===== src/rtl/adc_if_pkg.sv =====
package adc_if_pkg;
  localparam int FRAME_W = 16;
  localparam int CMD_W   = 4;

  localparam logic [CMD_W-1:0] CMD_LAST_CHAN = 4'h8;
  localparam logic [CMD_W-1:0] CMD_CFG_READ  = 4'h9;
  localparam logic [CMD_W-1:0] CMD_CFG_WRITE = 4'hA;
  localparam logic [CMD_W-1:0] CMD_Q_READ    = 4'hE;

  typedef enum logic [1:0] {
    SEL_RESULT = 2'd0,
    SEL_CONFIG = 2'd1,
    SEL_QUEUE  = 2'd2
  } out_sel_e;
endpackage


===== src/rtl/spi_slave_fe.sv =====
module spi_slave_fe #(
  parameter int FRAME_W = 16
) (
  input  logic               clk,
  input  logic               rst_n,
  input  logic               cs_n,
  input  logic               sclk,
  input  logic               sdi,
  input  logic [FRAME_W-1:0] tx_word,
  output logic               cs_fall,
  output logic               cs_active,
  output logic               frame_done,
  output logic [FRAME_W-1:0] rx_word,
  output logic               sdo_bit
);
  localparam int CNT_W = $clog2(FRAME_W + 1);
  localparam logic [CNT_W-1:0] FULL = CNT_W'(FRAME_W);

  logic [2:0] cs_q, sk_q;
  logic [1:0] sd_q;
  logic [CNT_W-1:0] bit_cnt;
  logic [FRAME_W-1:0] rx_sh, tx_sh;
  logic done_seen;
  logic sck_rise, sck_fall;

  always_ff @(posedge clk or negedge rst_n) begin
    if (!rst_n) begin
      cs_q <= 3'b111;
      sk_q <= 3'b000;
      sd_q <= 2'b00;
    end else begin
      cs_q <= {cs_q[1:0], cs_n};
      sk_q <= {sk_q[1:0], sclk};
      sd_q <= {sd_q[0], sdi};
    end
  end

  assign cs_active = ~cs_q[1];
  assign cs_fall   = cs_q[2] & ~cs_q[1];
  assign sck_rise  = ~sk_q[2] & sk_q[1];
  assign sck_fall  = sk_q[2] & ~sk_q[1];

  always_ff @(posedge clk or negedge rst_n) begin
    if (!rst_n) begin
      bit_cnt   <= '0;
      rx_sh     <= '0;
      tx_sh     <= '0;
      done_seen <= 1'b0;
    end else if (cs_fall) begin
      bit_cnt   <= '0;
      rx_sh     <= '0;
      tx_sh     <= tx_word;
      done_seen <= 1'b0;
    end else if (cs_active) begin
      if (sck_rise && bit_cnt < FULL) begin
        rx_sh   <= {rx_sh[FRAME_W-2:0], sd_q[1]};
        tx_sh   <= {tx_sh[FRAME_W-2:0], 1'b0};
        bit_cnt <= bit_cnt + 1'b1;
      end
      if (frame_done) done_seen <= 1'b1;
    end
  end

  assign frame_done = cs_active & sck_fall & (bit_cnt == FULL) & ~done_seen;
  assign rx_word    = rx_sh;
  assign sdo_bit    = tx_sh[FRAME_W-1];


  bit_cnt_cap_chk: assert property (@(posedge clk) disable iff (!rst_n)
    bit_cnt <= FULL);


  one_done_per_frame_chk: assert property (@(posedge clk) disable iff (!rst_n)
    frame_done |=> !frame_done);
endmodule


===== src/rtl/conv_seq.sv =====
module conv_seq #(
  parameter int CONV_CYCLES = 350,
  parameter int CH_W        = 4
) (
  input  logic            clk,
  input  logic            rst_n,
  input  logic            start,
  input  logic            abort,
  input  logic [CH_W-1:0] chan_in,
  output logic            busy,
  output logic [CH_W-1:0] chan,
  output logic            done
);
  localparam int TW = (CONV_CYCLES > 1) ? $clog2(CONV_CYCLES) : 1;
  localparam logic [TW-1:0] LOAD = TW'(CONV_CYCLES - 1);

  logic [TW-1:0] timer;

  assign done = busy & (timer == '0) & ~abort;

  always_ff @(posedge clk or negedge rst_n) begin
    if (!rst_n) begin
      busy  <= 1'b0;
      timer <= '0;
      chan  <= '0;
    end else if (start) begin
      busy  <= 1'b1;
      timer <= LOAD;
      chan  <= chan_in;
    end else if (busy && (abort || done)) begin
      busy <= 1'b0;
    end else if (busy) begin
      timer <= timer - 1'b1;
    end
  end


  abort_stops_chk: assert property (@(posedge clk) disable iff (!rst_n)
    (busy && abort && !start) |=> !busy);


  start_runs_chk: assert property (@(posedge clk) disable iff (!rst_n)
    start |=> busy);


  chan_hold_chk: assert property (@(posedge clk) disable iff (!rst_n)
    (busy && !start) |=> $stable(chan));
endmodule


===== src/rtl/result_fifo.sv =====
module result_fifo #(
  parameter int W     = 12,
  parameter int DEPTH = 4
) (
  input  logic         clk,
  input  logic         rst_n,
  input  logic         push,
  input  logic [W-1:0] din,
  input  logic         pop,
  output logic [W-1:0] dout,
  output logic         empty,
  output logic         full
);
  localparam int AW = (DEPTH > 1) ? $clog2(DEPTH) : 1;
  localparam int CW = $clog2(DEPTH + 1);
  localparam logic [AW-1:0] LAST = AW'(DEPTH - 1);
  localparam logic [CW-1:0] CAP  = CW'(DEPTH);

  logic [W-1:0]  mem [DEPTH];
  logic [AW-1:0] wr_ptr, rd_ptr;
  logic [CW-1:0] count;
  logic do_push, do_pop;

  assign empty   = (count == '0);
  assign full    = (count == CAP);
  assign do_push = push & ~full;
  assign do_pop  = pop & ~empty;
  assign dout    = mem[rd_ptr];

  always_ff @(posedge clk) begin
    if (do_push) mem[wr_ptr] <= din;
  end

  always_ff @(posedge clk or negedge rst_n) begin
    if (!rst_n) begin
      wr_ptr <= '0;
      rd_ptr <= '0;
      count  <= '0;
    end else begin
      if (do_push) wr_ptr <= (wr_ptr == LAST) ? '0 : wr_ptr + 1'b1;
      if (do_pop)  rd_ptr <= (rd_ptr == LAST) ? '0 : rd_ptr + 1'b1;
      case ({do_push, do_pop})
        2'b10:   count <= count + 1'b1;
        2'b01:   count <= count - 1'b1;
        default: count <= count;
      endcase
    end
  end


  no_overflow_chk: assert property (@(posedge clk) disable iff (!rst_n)
    count <= CAP);


  full_drop_chk: assert property (@(posedge clk) disable iff (!rst_n)
    (full && push && !pop) |=> full);
endmodule


===== src/rtl/serial_adc_if.sv =====
module serial_adc_if
  import adc_if_pkg::*;
#(
  parameter int CONV_CYCLES = 350,
  parameter int RES_W       = 12,
  parameter int CFG_W       = 12,
  parameter int FIFO_DEPTH  = 4,
  parameter int INT_BIT     = 1
) (
  input  logic             clk,
  input  logic             rst_n,
  input  logic             cs_n,
  input  logic             sclk,
  input  logic             sdi,
  output logic             sdo,
  output logic             sdo_oe,
  output logic             eoc_n,
  output logic             conv_active,
  output logic [3:0]       conv_chan,
  input  logic [RES_W-1:0] adc_code
);
  localparam int PAD_W = FRAME_W - RES_W;
  localparam int CPAD  = FRAME_W - CFG_W;

  logic cs_fall, cs_active, frame_done, sdo_bit;
  logic [FRAME_W-1:0] rx_word, tx_word;
  logic [CMD_W-1:0] cmd, start_chan, last_chan;
  logic is_chan, conv_start, conv_done, conv_busy;
  logic fifo_pop, fifo_empty, fifo_full;
  logic [RES_W-1:0] fifo_dout, result_q;
  logic [CFG_W-1:0] cfg_q;
  out_sel_e pend_sel;
  logic eoc_q, int_mode;

  spi_slave_fe #(.FRAME_W(FRAME_W)) u_fe (
    .clk(clk), .rst_n(rst_n), .cs_n(cs_n), .sclk(sclk), .sdi(sdi),
    .tx_word(tx_word), .cs_fall(cs_fall), .cs_active(cs_active),
    .frame_done(frame_done), .rx_word(rx_word), .sdo_bit(sdo_bit)
  );

  assign cmd        = rx_word[FRAME_W-1 -: CMD_W];
  assign is_chan    = (cmd <= CMD_LAST_CHAN);
  assign conv_start = frame_done & (is_chan | (cmd == CMD_Q_READ));
  assign start_chan = is_chan ? cmd : last_chan;
  assign int_mode   = cfg_q[INT_BIT];

  conv_seq #(.CONV_CYCLES(CONV_CYCLES), .CH_W(CMD_W)) u_conv (
    .clk(clk), .rst_n(rst_n), .start(conv_start), .abort(cs_fall),
    .chan_in(start_chan), .busy(conv_busy), .chan(conv_chan), .done(conv_done)
  );

  assign fifo_pop = cs_fall & (pend_sel == SEL_QUEUE);

  result_fifo #(.W(RES_W), .DEPTH(FIFO_DEPTH)) u_fifo (
    .clk(clk), .rst_n(rst_n), .push(conv_done), .din(adc_code),
    .pop(fifo_pop), .dout(fifo_dout), .empty(fifo_empty), .full(fifo_full)
  );

  always_comb begin
    case (pend_sel)
      SEL_CONFIG: tx_word = {{CPAD{1'b0}}, cfg_q};
      SEL_QUEUE:  tx_word = fifo_empty ? '0 : {fifo_dout, {PAD_W{1'b0}}};
      default:    tx_word = {result_q, {PAD_W{1'b0}}};
    endcase
  end

  always_ff @(posedge clk or negedge rst_n) begin
    if (!rst_n) begin
      cfg_q     <= '0;
      result_q  <= '0;
      last_chan <= '0;
      pend_sel  <= SEL_RESULT;
    end else begin
      if (conv_done) result_q <= adc_code;
      if (cs_fall) begin
        pend_sel <= SEL_RESULT;
      end else if (frame_done) begin
        if (cmd == CMD_CFG_READ)   pend_sel <= SEL_CONFIG;
        else if (cmd == CMD_Q_READ) pend_sel <= SEL_QUEUE;
        if (cmd == CMD_CFG_WRITE)  cfg_q <= rx_word[CFG_W-1:0];
        if (is_chan)               last_chan <= cmd;
      end
    end
  end

  always_ff @(posedge clk or negedge rst_n) begin
    if (!rst_n) begin
      eoc_q <= 1'b1;
    end else if (int_mode) begin
      if (conv_done)    eoc_q <= 1'b0;
      else if (cs_fall) eoc_q <= 1'b1;
    end else begin
      if (conv_start)                eoc_q <= 1'b0;
      else if (conv_done || cs_fall) eoc_q <= 1'b1;
    end
  end

  assign eoc_n       = eoc_q;
  assign conv_active = conv_busy;
  assign sdo_oe      = cs_active;
  assign sdo         = cs_active & sdo_bit;


  eoc_low_busy_chk: assert property (@(posedge clk) disable iff (!rst_n)
    (!int_mode && conv_busy) |-> !eoc_n);


  int_idle_busy_chk: assert property (@(posedge clk) disable iff (!rst_n)
    (int_mode && conv_busy) |-> eoc_n);


  int_clear_chk: assert property (@(posedge clk) disable iff (!rst_n)
    (int_mode && cs_fall) |=> eoc_n);


  abort_keeps_result_chk: assert property (@(posedge clk) disable iff (!rst_n)
    (cs_fall && conv_busy) |=> $stable(result_q));


  cfg_only_on_write_chk: assert property (@(posedge clk) disable iff (!rst_n)
    !(frame_done && cmd == CMD_CFG_WRITE) |=> $stable(cfg_q));
endmodule


===== config.mk =====
export PLATFORM = sky130hd
export DESIGN_NAME = serial_adc_if
export DESIGN_NICKNAME = d
export VERILOG_FILES = /design/src/rtl/adc_if_pkg.sv /design/src/rtl/spi_slave_fe.sv /design/src/rtl/conv_seq.sv /design/src/rtl/result_fifo.sv /design/src/rtl/serial_adc_if.sv
export SDC_FILE = /design/constraint.sdc
export NUM_CORES = 1
export LEC_CHECK = 0
export BUFFER_PORTS_ARGS = -buffer_cell sky130_fd_sc_hd__buf_2
export CAP_MARGIN = 40
export CORE_MARGIN = 4
export CORE_UTILIZATION = 40
export CTS_CLUSTER_DIAMETER = 200
export DETAILED_ROUTE_END_ITERATION = 8
export REMOVE_ABC_BUFFERS = 1
export SYNTH_ARGS = -nofsm -noshare
export SYNTH_HDL_FRONTEND = slang
export SYNTH_SLANG_ARGS = --single-unit

===== constraint.sdc =====
create_clock -name clk -period 7 [get_ports clk]
set_clock_uncertainty 0.2 [all_clocks]
set_input_delay 0.7 -clock clk [delete_from_list [all_inputs] [get_ports clk]]
set_output_delay 0.7 -clock clk [all_outputs]
set_load 0.005 [all_outputs]

==> impl_metrics.ini <==
[floorplan]
die-area_sq_mm = 0.01768
io_pins = 25
initial_core_util = 0.4094
core_area_sq_mm = 0.01526
num_rows = 45
die_w_microns = 133.0
die_h_microns = 133.0

[clock_tree]
cts_max_level = 4
clkLatencyLatePin_ns = 0.42
clk_pin_slew_ns = 0.06
ctsResizeCount = 0
cts-hold-fix-buffers = 0
tritoncts = built
cts-buffers-inserted = 17
cts-root-buf = clkbuf_16
max-clock-path-buffers = 2
post_cts_buffers = 0
cts_sinks = 146

[finish]
final_common_cell = dfrtp_1
layout.cells.non_filler = 722
nets = 528
final_cell_mix = 94 x dfrtp_1, 77 x nand2_1, 48 x edfxtp_1
fillers = 1351
syn2layout_area_growth_pct = 14.26
diodes = 0
utilization = 0.4678
drive_gt1_frac = 0.2329
postLayoutCellArea_sq_mm = 0.007138

[yosys]
muxShareOfSynthArea = 0.1176
synth_top_family_by_area = multiplexers
synthSimpleGateAreaFrac = 0.1041
synth_flop_cell = dfrtp_1
synth_fa_ha_area_frac = 0.02724
yosys_register_bits = 146
yosys_warnings = 0
syn_avg_cell_area_sq_um = 13.10
ys_types = 52
synth_edf_count = 48
synth_cells = 477
async_flop_share = 0.6712
synth-xor-area-share = 0.01122
netlist_area_sq_mm = 0.006247
synth-seq-area-share = 0.6241
synth_compound_area_frac = 0.08732

[timing]
tightest_slew_ns = 0.8522
fin_ws_ns = 3.974
slew_viol_final = 0
hold_violations = 0
fmax_ghz = 0.3304
fin_crit_ns = 3.026
post-route-period-util = 0.4323
fin_setup_tns_ns = 0
slew_headroom = 0.4319
rsz0062_at_grt = false
setup_violations = 0
timing.hold.ws_ns = 0.04399

[global_route]
grt_pass1_wl_microns = 20220
antenna_found_initial = 0
grt_max_degree = 62
grt_pass1_vias = 3865
grt_usage = 0.1447
grt_overflow = 0

[worst_setup_path]
path_max_fanout = 7
crit_slowest_cell = or4b_1
slowest_delay_ns = 0.57
path_common_cell = inv_1
critPathRequiredTime_ns = 7.13
critPathKind = register to register
cp-end-kind = register
cp-start-kind = register
cp_cell_sequence = inv_1, ha_1, or4b_1, a2111oi_4, inv_1, ha_1, inv_1, fa_1, o21ai_0
worstPathArrival_ns = 3.16

[drt]
route.detailed.drc = 0
drtPass1Iterations = 4
vias = 3733
final_antenna_net_count = 0
wirelength_microns = 11740
vias_per_cell = 5.170
drt_iter0_drc = 328
wire_per_inst_microns = 16.26

[placement]
placed_cell_area_sq_mm = 0.006563
place_congestion = 0.7973
port_buffers = 24
dp_slack_ns = 3.942
place_inst = 690
post-dp-hpwl_microns = 7716

[flow_run]
maxCapViolCount = 0

[pwr]
ir_drop_uv = 180.3
total_power_mw = 1.864
power.density_mw_per_mm2 = 261.2
power_leakage_nw = 2.996

[outcome]
status = finished, final reports clean

[hold_path]
holdCritPathClass = input pin to asynchronous set/reset pin
synthesized netlist by cell type, types with 2 or more instances:
master | n | area, sq um
xnor2_1 | 2 | 17.52
or3b_2 | 2 | 17.52
nor4b_1 | 2 | 17.52
mux2_4 | 10 | 150.1
ha_1 | 12 | 150.1
nor2b_1 | 3 | 18.77
a31oi_1 | 15 | 93.84
edfxtp_1 | 48 | 1441
or3_1 | 6 | 37.54
o2111ai_1 | 2 | 17.52
a221oi_1 | 5 | 43.79
dfrtp_1 | 94 | 2352
buf_6 | 2 | 22.52
clkbuf_1 | 22 | 82.58
mux4_2 | 12 | 270.3
or4_1 | 3 | 22.52
and2_1 | 5 | 31.28
dfstp_2 | 4 | 105.1
nand3_1 | 7 | 35.03
xor2_1 | 6 | 52.55
o31ai_1 | 2 | 15.01
nor3_1 | 5 | 25.02
nand2b_1 | 2 | 12.51
a21oi_1 | 31 | 155.2
a221o_1 | 8 | 80.08
buf_1 | 2 | 7.510
inv_1 | 16 | 60.06
o21ai_0 | 9 | 45.04
nand2_1 | 77 | 289.0
mux2_2 | 27 | 304.0
nor2_1 | 15 | 56.30
power by group:
part | internal, mW | switching [mW] | total [mW]
Clock | 0.553 | 0.329 | 0.883
Combinational | 0.0235 | 0.0399 | 0.0634
Sequential | 0.904 | 0.0139 | 0.918
worst paths after layout:
kind,from,to,slack [ns],cells after the start
min,rst_n,u_fe.sd_q[0],0.04,1
max,u_conv.timer[0],u_fifo.count[1],3.97,9
max reg2reg,u_conv.timer[0],u_fifo.count[1],3.97,9
min reg2reg,u_fe.sk_q[0],u_fe.sk_q[1],0.15,0
min in group clk,u_fe.sk_q[0],u_fe.sk_q[1],0.15,0
max in group asynchronous,rst_n,u_fifo.count[0],5.43,2
kinds of logic after synthesis:
logic type      Yosys count
buf+inv                  43
xor+xnor                  8
flops                   146
fa+ha+maj                13
simple gates            136
compound gates           81
mux                      50
critical path, delay by kind of cell (launching register included):
| family | cells | cell delay [ns] |
|---|---|---|
| fa+ha+maj | 3 | 0.79 |
| compound gates | 2 | 0.73 |
| simple gates | 1 | 0.57 |
| flops | 1 | 0.38 |
| buf+inv | 3 | 0.27 |
registers in the layout, summed over array words and instances, names as in the netlist:
| name | cells |
|---|---|
| u_fifo.mem | 48 |
| u_fe.rx_word | 16 |
| u_fe.tx_sh | 16 |
| cfg_q | 12 |
| result_q | 12 |
| u_conv.timer | 9 |
| u_fe.bit_cnt | 5 |
| last_chan | 4 |
| u_conv.chan | 4 |
| u_fe.cs_q | 3 |
| u_fe.sk_q | 3 |
| u_fifo.count | 3 |
| pend_sel | 2 |
| u_fe.sd_q | 2 |
| u_fifo.rd_ptr | 2 |
| u_fifo.wr_ptr | 2 |
| eoc_n | 1 |
| u_conv.busy | 1 |
| u_fe.done_seen | 1 |
layer usage:
layer	wire length [microns]	GRT usage
met1	5510	0.1949
met3	297	0.03194
met4	199	0.06062
met5	0	0
met2	5734	0.2274
cell type report:
cell class,count,area [sq um],share of cell area
Inverter,16,60.06,0.008414
Timing Repair Buffer,29,160.2,0.02244
Multi-Input combinational cell,288,2180,0.3053
Tap cell,211,264.0,0.03699
Sequential cell,146,3899,0.5462
Clock buffer,19,432.9,0.06065
Clock inverter,13,142.6,0.01998
Note: power is estimated with default switching activity, not from simulation.
